<file path="config.mk">
export PLATFORM = sky130hd
export DESIGN_NAME = pll_freq_eval
export DESIGN_NICKNAME = d
export VERILOG_FILES = /design/src/rtl/pll_eval_pkg.sv /design/src/rtl/pll_cfg_decode.sv /design/src/rtl/pll_restoring_div.sv /design/src/rtl/pll_freq_eval.sv
export SDC_FILE = /design/constraint.sdc
export NUM_CORES = 2
export LEC_CHECK = 0
export BUFFER_PORTS_ARGS = -buffer_cell sky130_fd_sc_hd__buf_2
export CORE_MARGIN = 5
export CORE_UTILIZATION = 70
export DETAILED_ROUTE_END_ITERATION = 10
export GPL_TIMING_DRIVEN = 0
export PLACE_DENSITY = 0.95
export SLEW_MARGIN = 15
export SYNTH_ARGS = -nofsm -noshare
export SYNTH_HDL_FRONTEND = slang
export SYNTH_SLANG_ARGS = --single-unit
export TNS_END_PERCENT = 10
</file>
<file path="constraint.sdc">
create_clock -name clk -period 15.5 [get_ports clk]
set_clock_uncertainty 0.2 [all_clocks]
set_input_delay 1.55 -clock clk [delete_from_list [all_inputs] [get_ports clk]]
set_output_delay 1.55 -clock clk [all_outputs]
set_load 0.01 [all_outputs]
</file>
<file path="src/rtl/pll_eval_pkg.sv">
`timescale 1ns/1ps
package pll_eval_pkg;

  typedef enum logic [1:0] {
    PATH_DIVIDE   = 2'd0,
    PATH_UNLOCKED = 2'd1,
    PATH_NO_DIV   = 2'd2
  } path_e;

  function automatic logic pll_locked(input logic pd, input logic ar);
    return !pd && !ar;
  endfunction

  function automatic path_e pick_path(input logic pd, input logic ar,
                                      input logic zero_div);
    if (!pll_locked(pd, ar)) return PATH_UNLOCKED;
    if (zero_div) return PATH_NO_DIV;
    return PATH_DIVIDE;
  endfunction

endpackage

</file>
<file path="src/rtl/pll_cfg_decode.sv">
`timescale 1ns/1ps
module pll_cfg_decode
  import pll_eval_pkg::*;
#(
  parameter int REF_W  = 32,
  parameter int INT_W  = 10,
  parameter int FRAC_W = 20,
  parameter int DIV_W  = 3
) (
  input  logic [REF_W-1:0]                   ref_hz,
  input  logic                               pwr_down,
  input  logic                               ana_rst,
  input  logic [INT_W-1:0]                   int_mul,
  input  logic [FRAC_W-1:0]                  frac_mul,
  input  logic [DIV_W-1:0]                   post_div,
  input  logic                               pre_dbl,
  output path_e                              path,
  output logic [REF_W+INT_W+FRAC_W+2-1:0]    product
);
  localparam int MUL_W  = INT_W + FRAC_W + 2;
  localparam int PROD_W = REF_W + MUL_W;

  // Multiplier word: integer part above the binary point, fraction below.
  function automatic logic [MUL_W-1:0] build_mul(input logic [INT_W-1:0] i_part,
                                                 input logic [FRAC_W-1:0] f_part,
                                                 input logic dbl);
    logic [MUL_W-1:0] ip;
    logic [MUL_W-1:0] fp;
    ip = MUL_W'(i_part);
    fp = MUL_W'(f_part);
    if (dbl) begin
      ip = ip << 1;
      fp = fp << 1;
    end
    return (ip << FRAC_W) + fp;
  endfunction

  function automatic logic [PROD_W-1:0] scale_ref(input logic [REF_W-1:0] r,
                                                  input logic [MUL_W-1:0] m);
    return PROD_W'(r) * PROD_W'(m);
  endfunction

  logic [MUL_W-1:0] mul_word;

  always_comb begin
    mul_word = build_mul(int_mul, frac_mul, pre_dbl);
    product  = scale_ref(ref_hz, mul_word);
    path     = pick_path(pwr_down, ana_rst, post_div == '0);
  end

endmodule

</file>
<file path="src/rtl/pll_restoring_div.sv">
`timescale 1ns/1ps
module pll_restoring_div #(
  parameter int NUM_W  = 64,
  parameter int DEN_W  = 3,
  parameter int DROP_W = 20
) (
  input  logic                    clk,
  input  logic                    rst_n,
  input  logic                    load,
  input  logic                    cancel,
  input  logic [NUM_W-1:0]        num,
  input  logic [DEN_W-1:0]        den,
  output logic                    busy,
  output logic                    fin,
  output logic [NUM_W-DROP_W-1:0] quo_hi
);
  localparam int CNT_W = $clog2(NUM_W);
  localparam int REM_W = DEN_W + 1;
  localparam logic [CNT_W-1:0] LAST = CNT_W'(NUM_W - 1);

  logic [NUM_W-1:0] acc;      // dividend shifts out, quotient shifts in
  logic [DEN_W-1:0] rem;
  logic [DEN_W-1:0] den_q;
  logic [CNT_W-1:0] cnt;
  logic             busy_q;

  logic [REM_W-1:0] trial;
  logic [REM_W-1:0] diff;
  logic             take;
  logic             iter_step;

  always_comb begin
    trial     = {rem, acc[NUM_W-1]};
    diff      = trial - {1'b0, den_q};
    take      = trial >= {1'b0, den_q};
    iter_step = busy_q && !load && !cancel;
  end

  always_ff @(posedge clk) begin
    if (!rst_n) begin
      acc    <= '0;
      rem    <= '0;
      den_q  <= '0;
      cnt    <= '0;
      busy_q <= 1'b0;
      fin    <= 1'b0;
    end else begin
      fin <= 1'b0;
      if (load) begin
        acc    <= num;
        rem    <= '0;
        den_q  <= den;
        cnt    <= '0;
        busy_q <= 1'b1;
      end else if (cancel) begin
        busy_q <= 1'b0;
      end else if (iter_step) begin
        acc <= {acc[NUM_W-2:0], take};
        rem <= take ? diff[DEN_W-1:0] : trial[DEN_W-1:0];
        if (cnt == LAST) begin
          busy_q <= 1'b0;
          fin    <= 1'b1;
        end else begin
          cnt <= cnt + 1'b1;
        end
      end
    end
  end

  assign busy   = busy_q;
  assign quo_hi = acc[NUM_W-1:DROP_W];

endmodule

</file>
<file path="src/rtl/pll_freq_eval.sv">
`timescale 1ns/1ps
module pll_freq_eval
  import pll_eval_pkg::*;
#(
  parameter int REF_W  = 32,
  parameter int INT_W  = 10,
  parameter int FRAC_W = 20,
  parameter int DIV_W  = 3
) (
  input  logic                      clk,
  input  logic                      rst_n,
  input  logic                      start,
  input  logic [REF_W-1:0]          ref_hz,
  input  logic                      pwr_down,
  input  logic                      ana_rst,
  input  logic [INT_W-1:0]          int_mul,
  input  logic [FRAC_W-1:0]         frac_mul,
  input  logic [DIV_W-1:0]          post_div,
  input  logic                      pre_dbl,
  output logic [REF_W+INT_W+2-1:0]  freq_hz,
  output logic                      done
);
  localparam int MUL_W  = INT_W + FRAC_W + 2;
  localparam int PROD_W = REF_W + MUL_W;
  localparam int OUT_W  = PROD_W - FRAC_W;

  path_e              path;
  logic [PROD_W-1:0]  product;
  logic               cfg_zero;   // start takes a forced-zero path
  logic               div_go;     // start launches a division
  logic               div_fin;
  logic               div_busy;
  logic [OUT_W-1:0]   div_quo;
  logic [OUT_W-1:0]   freq_q;
  logic               done_q;

  pll_cfg_decode #(
    .REF_W(REF_W), .INT_W(INT_W), .FRAC_W(FRAC_W), .DIV_W(DIV_W)
  ) dec_i (
    .ref_hz   (ref_hz),
    .pwr_down (pwr_down),
    .ana_rst  (ana_rst),
    .int_mul  (int_mul),
    .frac_mul (frac_mul),
    .post_div (post_div),
    .pre_dbl  (pre_dbl),
    .path     (path),
    .product  (product)
  );

  assign cfg_zero = start && (path != PATH_DIVIDE);
  assign div_go   = start && (path == PATH_DIVIDE);

  pll_restoring_div #(
    .NUM_W(PROD_W), .DEN_W(DIV_W), .DROP_W(FRAC_W)
  ) div_i (
    .clk    (clk),
    .rst_n  (rst_n),
    .load   (div_go),
    .cancel (cfg_zero),
    .num    (product),
    .den    (post_div),
    .busy   (div_busy),
    .fin    (div_fin),
    .quo_hi (div_quo)
  );

  always_ff @(posedge clk) begin
    if (!rst_n) begin
      freq_q <= '0;
      done_q <= 1'b0;
    end else if (start) begin
      if (cfg_zero) begin
        freq_q <= '0;
        done_q <= 1'b1;
      end else begin
        done_q <= 1'b0;
      end
    end else if (div_fin) begin
      freq_q <= div_quo;
      done_q <= 1'b1;
    end else begin
      done_q <= 1'b0;
    end
  end

  assign freq_hz = freq_q;
  assign done    = done_q;

endmodule

</file>
Yosys cells after proc, flatten, opt, wreduce, memory -nomap -nowiden
Index checks and enable logic that the tools add are counted.
{"block": "classes", "mux": 23, "magnitude_cmp": 1, "n_reduce_logical": 23, "n_eq_ne": 3, "add_sub_neg": 3, "n_bitwise": 4, "mul": 1}
{"operator": "$mux 64", "count": 3}
{"operator": "$mux 44", "count": 3}
{"operator": "$mul 32x32->64", "count": 1}
{"operator": "$add 32x32->32", "count": 1}
{"operator": "$mux 21", "count": 1}
{"operator": "$mux 11", "count": 1}
{"operator": "$mux 1", "count": 10}
{"operator": "$mux 2", "count": 4}
{"operator": "$reduce_and 2->1", "count": 4}
{"operator": "$add 6x1->6 const B", "count": 1}
{"operator": "$eq 6x6->1 const B", "count": 1}
{"operator": "$reduce_bool 2->1", "count": 3}
{"operator": "$reduce_bool 3->1", "count": 2}
{"operator": "$logic_and 1x1->1", "count": 5}
{"operator": "$ge 4x3->1", "count": 1}
{"operator": "$logic_not 1->1", "count": 4}
{"operator": "$ne 2x1->1 const B", "count": 2}
{"operator": "$not 1->1", "count": 4}
{"operator": "$reduce_or 4->1", "count": 1}
{"operator": "$logic_not 3->1", "count": 1}
{"operator": "$mux 3", "count": 1}
{"operator": "$reduce_and 3->1", "count": 1}
{"operator": "$sub 3x3->3", "count": 1}
{"operator": "$logic_not 2->1", "count": 1}
{"operator": "$reduce_or 2->1", "count": 1}
{"block": "totals", "register_bits": 123, "word_cells": 66, "output_inout_bits": 45, "in_bits": 71}

Depth between registers and ports, before layout
{"block": "depth", "ltp_word": 14, "ltp_mapped": 31, "depth_no_buf": 28}

By module
From an unflattened synthesis, not the netlist that was laid out.
{"block": "hier_totals", "cells_unflattened": 4414, "area_unflattened_um2": 40271.1}
{"module": "pll_cfg_decode", "area_per_inst_um2": 33193.1, "seq_area_each_um2": 0.0, "cells_per_inst": 3783, "instances": 1}
{"module": "pll_restoring_div", "area_per_inst_um2": 4560.6, "seq_area_each_um2": 1561.5, "cells_per_inst": 412, "instances": 1}
{"module": "pll_freq_eval", "area_per_inst_um2": 2517.4, "seq_area_each_um2": 900.9, "cells_per_inst": 219, "instances": 1}

Least setup slack after synthesis
No wires, ideal clock.
{"block": "synth_timing", "kind": "input-to-reg", "from": "input pre_dbl", "to": "register div_i.acc[56]", "setup_slack_ps": 6169, "required_ps": 15182, "path_buffers": 3, "cell_stages": 28, "setup_ps": 118, "arrival_ps": 9013, "cell_sequence": "buf_1 -> mux2_2 -> clkbuf_1 -> nand2_1 -> fa_1 -> inv_1 -> fa_1 -> fa_1 -> inv_1 -> fa_1 -> inv_1 -> fa_1 -> fa_1 -> fa_1 -> inv_1 -> fa_1 -> inv_1 -> ha_1 -> buf_4 -> a21oi_1 -> o21bai_1 -> a221o_1 -> a211o_1 -> a21o_1 -> a31oi_4 -> o211ai_1 -> a2111o_1 -> o2111a_1"}
{"block": "synth_between", "elab_chain_cells": 4, "word_cells_on_any_way": 5, "cone_classes": "1 x add/sub; 1 x mul; 3 x mux"}
{"element": "from (decl)", "line_no": "pll_freq_eval.sv:19", "rtl": "input logic pre_dbl,"}
{"element": "$mux 21 / $mux 11 (equally long branches)", "line_no": "pll_cfg_decode.sv:31", "rtl": "if (dbl) begin"}
{"element": "$add 32x32->32 *", "line_no": "pll_cfg_decode.sv:35", "rtl": "return (ip << FRAC_W) + fp;"}
{"element": "$mul 32x32->64 *", "line_no": "pll_cfg_decode.sv:40", "rtl": "return PROD_W'(r) * PROD_W'(m);"}
{"element": "$mux 64 *", "line_no": "pll_restoring_div.sv:49", "rtl": "if (load) begin"}
{"element": "to (signal assigned)", "line_no": "pll_restoring_div.sv:50", "rtl": "acc <= num;"}
{"element": "to (signal assigned)", "line_no": "pll_restoring_div.sv:58", "rtl": "acc <= {acc[NUM_W-2:0], take};"}
{"element": "to (decl)", "line_no": "pll_restoring_div.sv:21", "rtl": "logic [NUM_W-1:0] acc;"}
Every way passes the cells marked *; elsewhere a longest branch is shown, timed or not.
A chain may end at the register's enable or synchronous reset.

Final worst setup path
{"block": "layout_timing", "from": "input pre_dbl", "to": "register div_i.acc[58]"}
The elaborated chain is that of the path after synthesis.

==> results.txt <==
The run finished with clean final reports. The layout overhead on the synthesized area came out at 5.69%. Counting flops with a built-in enable in the synthesized netlist gives 0. The Yosys step of the flow raised 0 warnings. The count of different cell masters after synthesis came out at 72. The library cells used most frequently in the layout, excluding fill and tap cells, are inv_1 (994), nand2_1 (949), fa_1 (897).

Summing all placed instances gives a cell area of 39600 um2. The type of element capturing the critical path is a register. The maximum level of the CTS H-tree is 4. The die outline width came out at 243 um. The clock net in this run drives a total of 123 sinks. By instance count, the cell type seen most on the critical path is fa_1. The count of nets left with antenna violations after detail routing is 0. The I/O pin count is 116. The final weighted congestion in routability-driven placement is 1.03. The worst min-delay path category is reg2reg. The first TritonRoute pass finished after 8 iterations. The clock insertion delay at the later pin of the skew report came out at 430 ps. In the final design database the tool counted 5803 nets. The number of buffers added by the clock tree synthesis step is 17. The number of endpoints with negative hold slack in the final report came out at 0. Counting instances, the worst hold path has a depth of 2. Setup repair after global routing left no endpoint under its margin.

Ranked by total cell area, the synthesized netlist is headed by fa_1 (47%), inv_1 (9.8%), nand2_1 (9.4%), ha_1 (8.8%), dfxtp_1 (6.5%). The worst-path cell with the longest stage delay is clkbuf_1. Synthesis inferred 123 register bits.

The top-area cell type share of the netlist area is 47.2%. The die outline height is 243 um. The synthesized instance count is 4405. The maximum fanout along the worst path is 10.

In this run the clock root is driven by a clkbuf_16. The number of gates resized after CTS is 0. The average size of a mapped cell is 8.63 um2.

The post-synth design cell area is 38000 um2. For this run the aggregate overflow at the end of global routing stands at 0. The number of rows in the core area came out at 85. Measured against its own limit, the worst slew margin works out to 12.8%.

The detail-routed net length per standard cell is 23.4 um. The most used flip-flop cell after synthesis is dfxtp_1. The total setup buffers inserted after CTS is 0. Of all flip-flops after synthesis, the portion carrying an async set or reset was 0%. The floorplan core area is 53800 um2. The final-report max-slew violation count came out at 0.

Cells fill 74.7% of the core in the end. STA classifies the critical path startpoint as an input pin. The detailed-route via count came out at 32900. Cells with a size suffix above 1 make up 4.28% of the layout.

The setup total negative slack is 0 ps. The clock slew at the register clock pins of the worst setup and hold paths is 60 ps. Entering global routing, the biggest net connects 17 pins. The maximum root-to-sink buffer count came out at 2. The largest total area in the synthesized netlist belongs to fa_1.

The total of fill cells in the finished design came out at 3749. The setup violation total in the final timing report came out at 0. The clock tree from TritonCTS is yes. The critical path is of the in2reg type. The worst setup slack after layout is 4460 ps. The time the worst path needs with I/O delays and setup came out at 11040 ps. The count of maximum capacitance violations came out at 0. The number of port buffers came out at 114. The initial antenna violation count is 12. Data on the critical path is required at its endpoint by 15590 ps. The sequential share of the synthesized area is 6.48%.

The worst setup slack after placement is 4440 ps. The quantity of hold-fixing buffers added after cts came out at 0. The number of cell instances on the worst register-to-register path is 10.

Once layout is done, the placed cells without fillers occupy 40200 um2. The share of the cycle needed by the critical path after routing is 71.2%. The routed wire length came out at 124000 um. The number of DRC markers in iteration 0 is 3955. Leaving out fill and tap cells, the most frequent cell in the layout is inv_1.

The number of global-route vias before repair was 34200. The aggregate global-route resource usage came out at 42.0%. The achievable clock frequency came out at 90.6 MHz. The detailed placer's ending HPWL came out at 102000 um.

The longest individual stage delay on the worst path is 850 ps. Data arrives at the worst endpoint at 11120 ps. The die covers 59100 um2. At the pin with the least slew margin, the transition time is 1310 ps. The wire length of the first global-routing pass came out at 190000 um. The starting density of the core came out at 70.6%. The detailed-route DRC error count came out at 0. The ratio of routed vias to standard cells came out at 6.21.
==> final cells by class <==
cell class	count	area, um2	share of cell area, %
clock inverters	15	138	0.343
flip-flops and latches	123	2460	6.13
plain buffers	264	1010	2.50
repair buffers	114	571	1.42
diodes	19	47.5	0.118
well taps	696	871	2.17
inverters	995	3730	9.30
clock buffers	17	425	1.06
multi-input cells	3053	30900	77.0
==> registers in the layout, summed over array words and instances (netlist names) <==
register / count
done: 1
freq_hz: 44
div_i.fin: 1
div_i.cnt: 6
div_i.busy: 1
div_i.acc: 64
div_i.den_q: 3
div_i.rem: 3
==> layer usage <==
| metal | routed length, um | vias to the layer above | GRT usage, % |
|---|---|---|---|
| li1 | - | 13400 | - |
| met1 | 39500 | 15900 | 50.1 |
| met2 | 54100 | 2746 | 64.1 |
| met3 | 18800 | 856 | 15.4 |
| met4 | 11800 | 6 | 28.5 |
| met5 | 45 | - | 0 |
==> stage by stage <==
step	instances	hold slack [ps]
floorplan	4435	241
global placement	5245	250
detailed placement	5245	267
CTS	5277	276
global route	5280	298
finish	5296	281
==> kinds of logic after synthesis <==
family	share of synthesized area, %
AND/OR/NAND/NOR	15.9
buffers and inverters	12.5
adder cells (fa/ha/maj)	56.0
AO/OA/AOI/OAI	6.37
flip-flops	6.48
XOR/XNOR	1.41
multiplexers	1.33
other	0.0198
==> worst max-delay path, delay by kind of cell <==
family	cells	cell delay [ps]
adder cells (fa/ha/maj)	9	4320
buffers and inverters	9	2350
AO/OA/AOI/OAI	4	1190
AND/OR/NAND/NOR	5	930
multiplexers	1	550
XOR/XNOR	1	200
==> synth_stat cells, drive strengths merged, types with 10 or more instances <==
master,n
inv,995
nand2,949
fa,897
ha,267
clkbuf,248
and2,165
dfxtp,123
nor2,120
a21oi,91
nor2b,63
o21ai,52
a22oi,44
a311oi,40
xnor2,38
a21o,30
and3,29
mux2,28
xor2,23
nand4,21
mux2i,19
nand3,17
buf,16
o22ai,15
a31oi,14
o21bai,14
nor3,10
==> path summary, 6_finish.rpt <==
path	start	endpoint	slack (ps)
setup / recovery	pre_dbl	div_i.acc[58]$_SDFFE_PN0P_	4460
hold / removal	div_i.acc[15]$_SDFFE_PN0P_	div_i.acc[16]$_SDFFE_PN0P_	280
hold reg to reg	div_i.acc[15]$_SDFFE_PN0P_	div_i.acc[16]$_SDFFE_PN0P_	280
setup reg to reg	div_i.acc[63]$_SDFFE_PN0P_	div_i.rem[2]$_SDFFE_PP0P_	12730
Power is left out: the tool's default activity adds up to more than one toggle a clock period on the data nets, which glitch-free logic cannot reach.
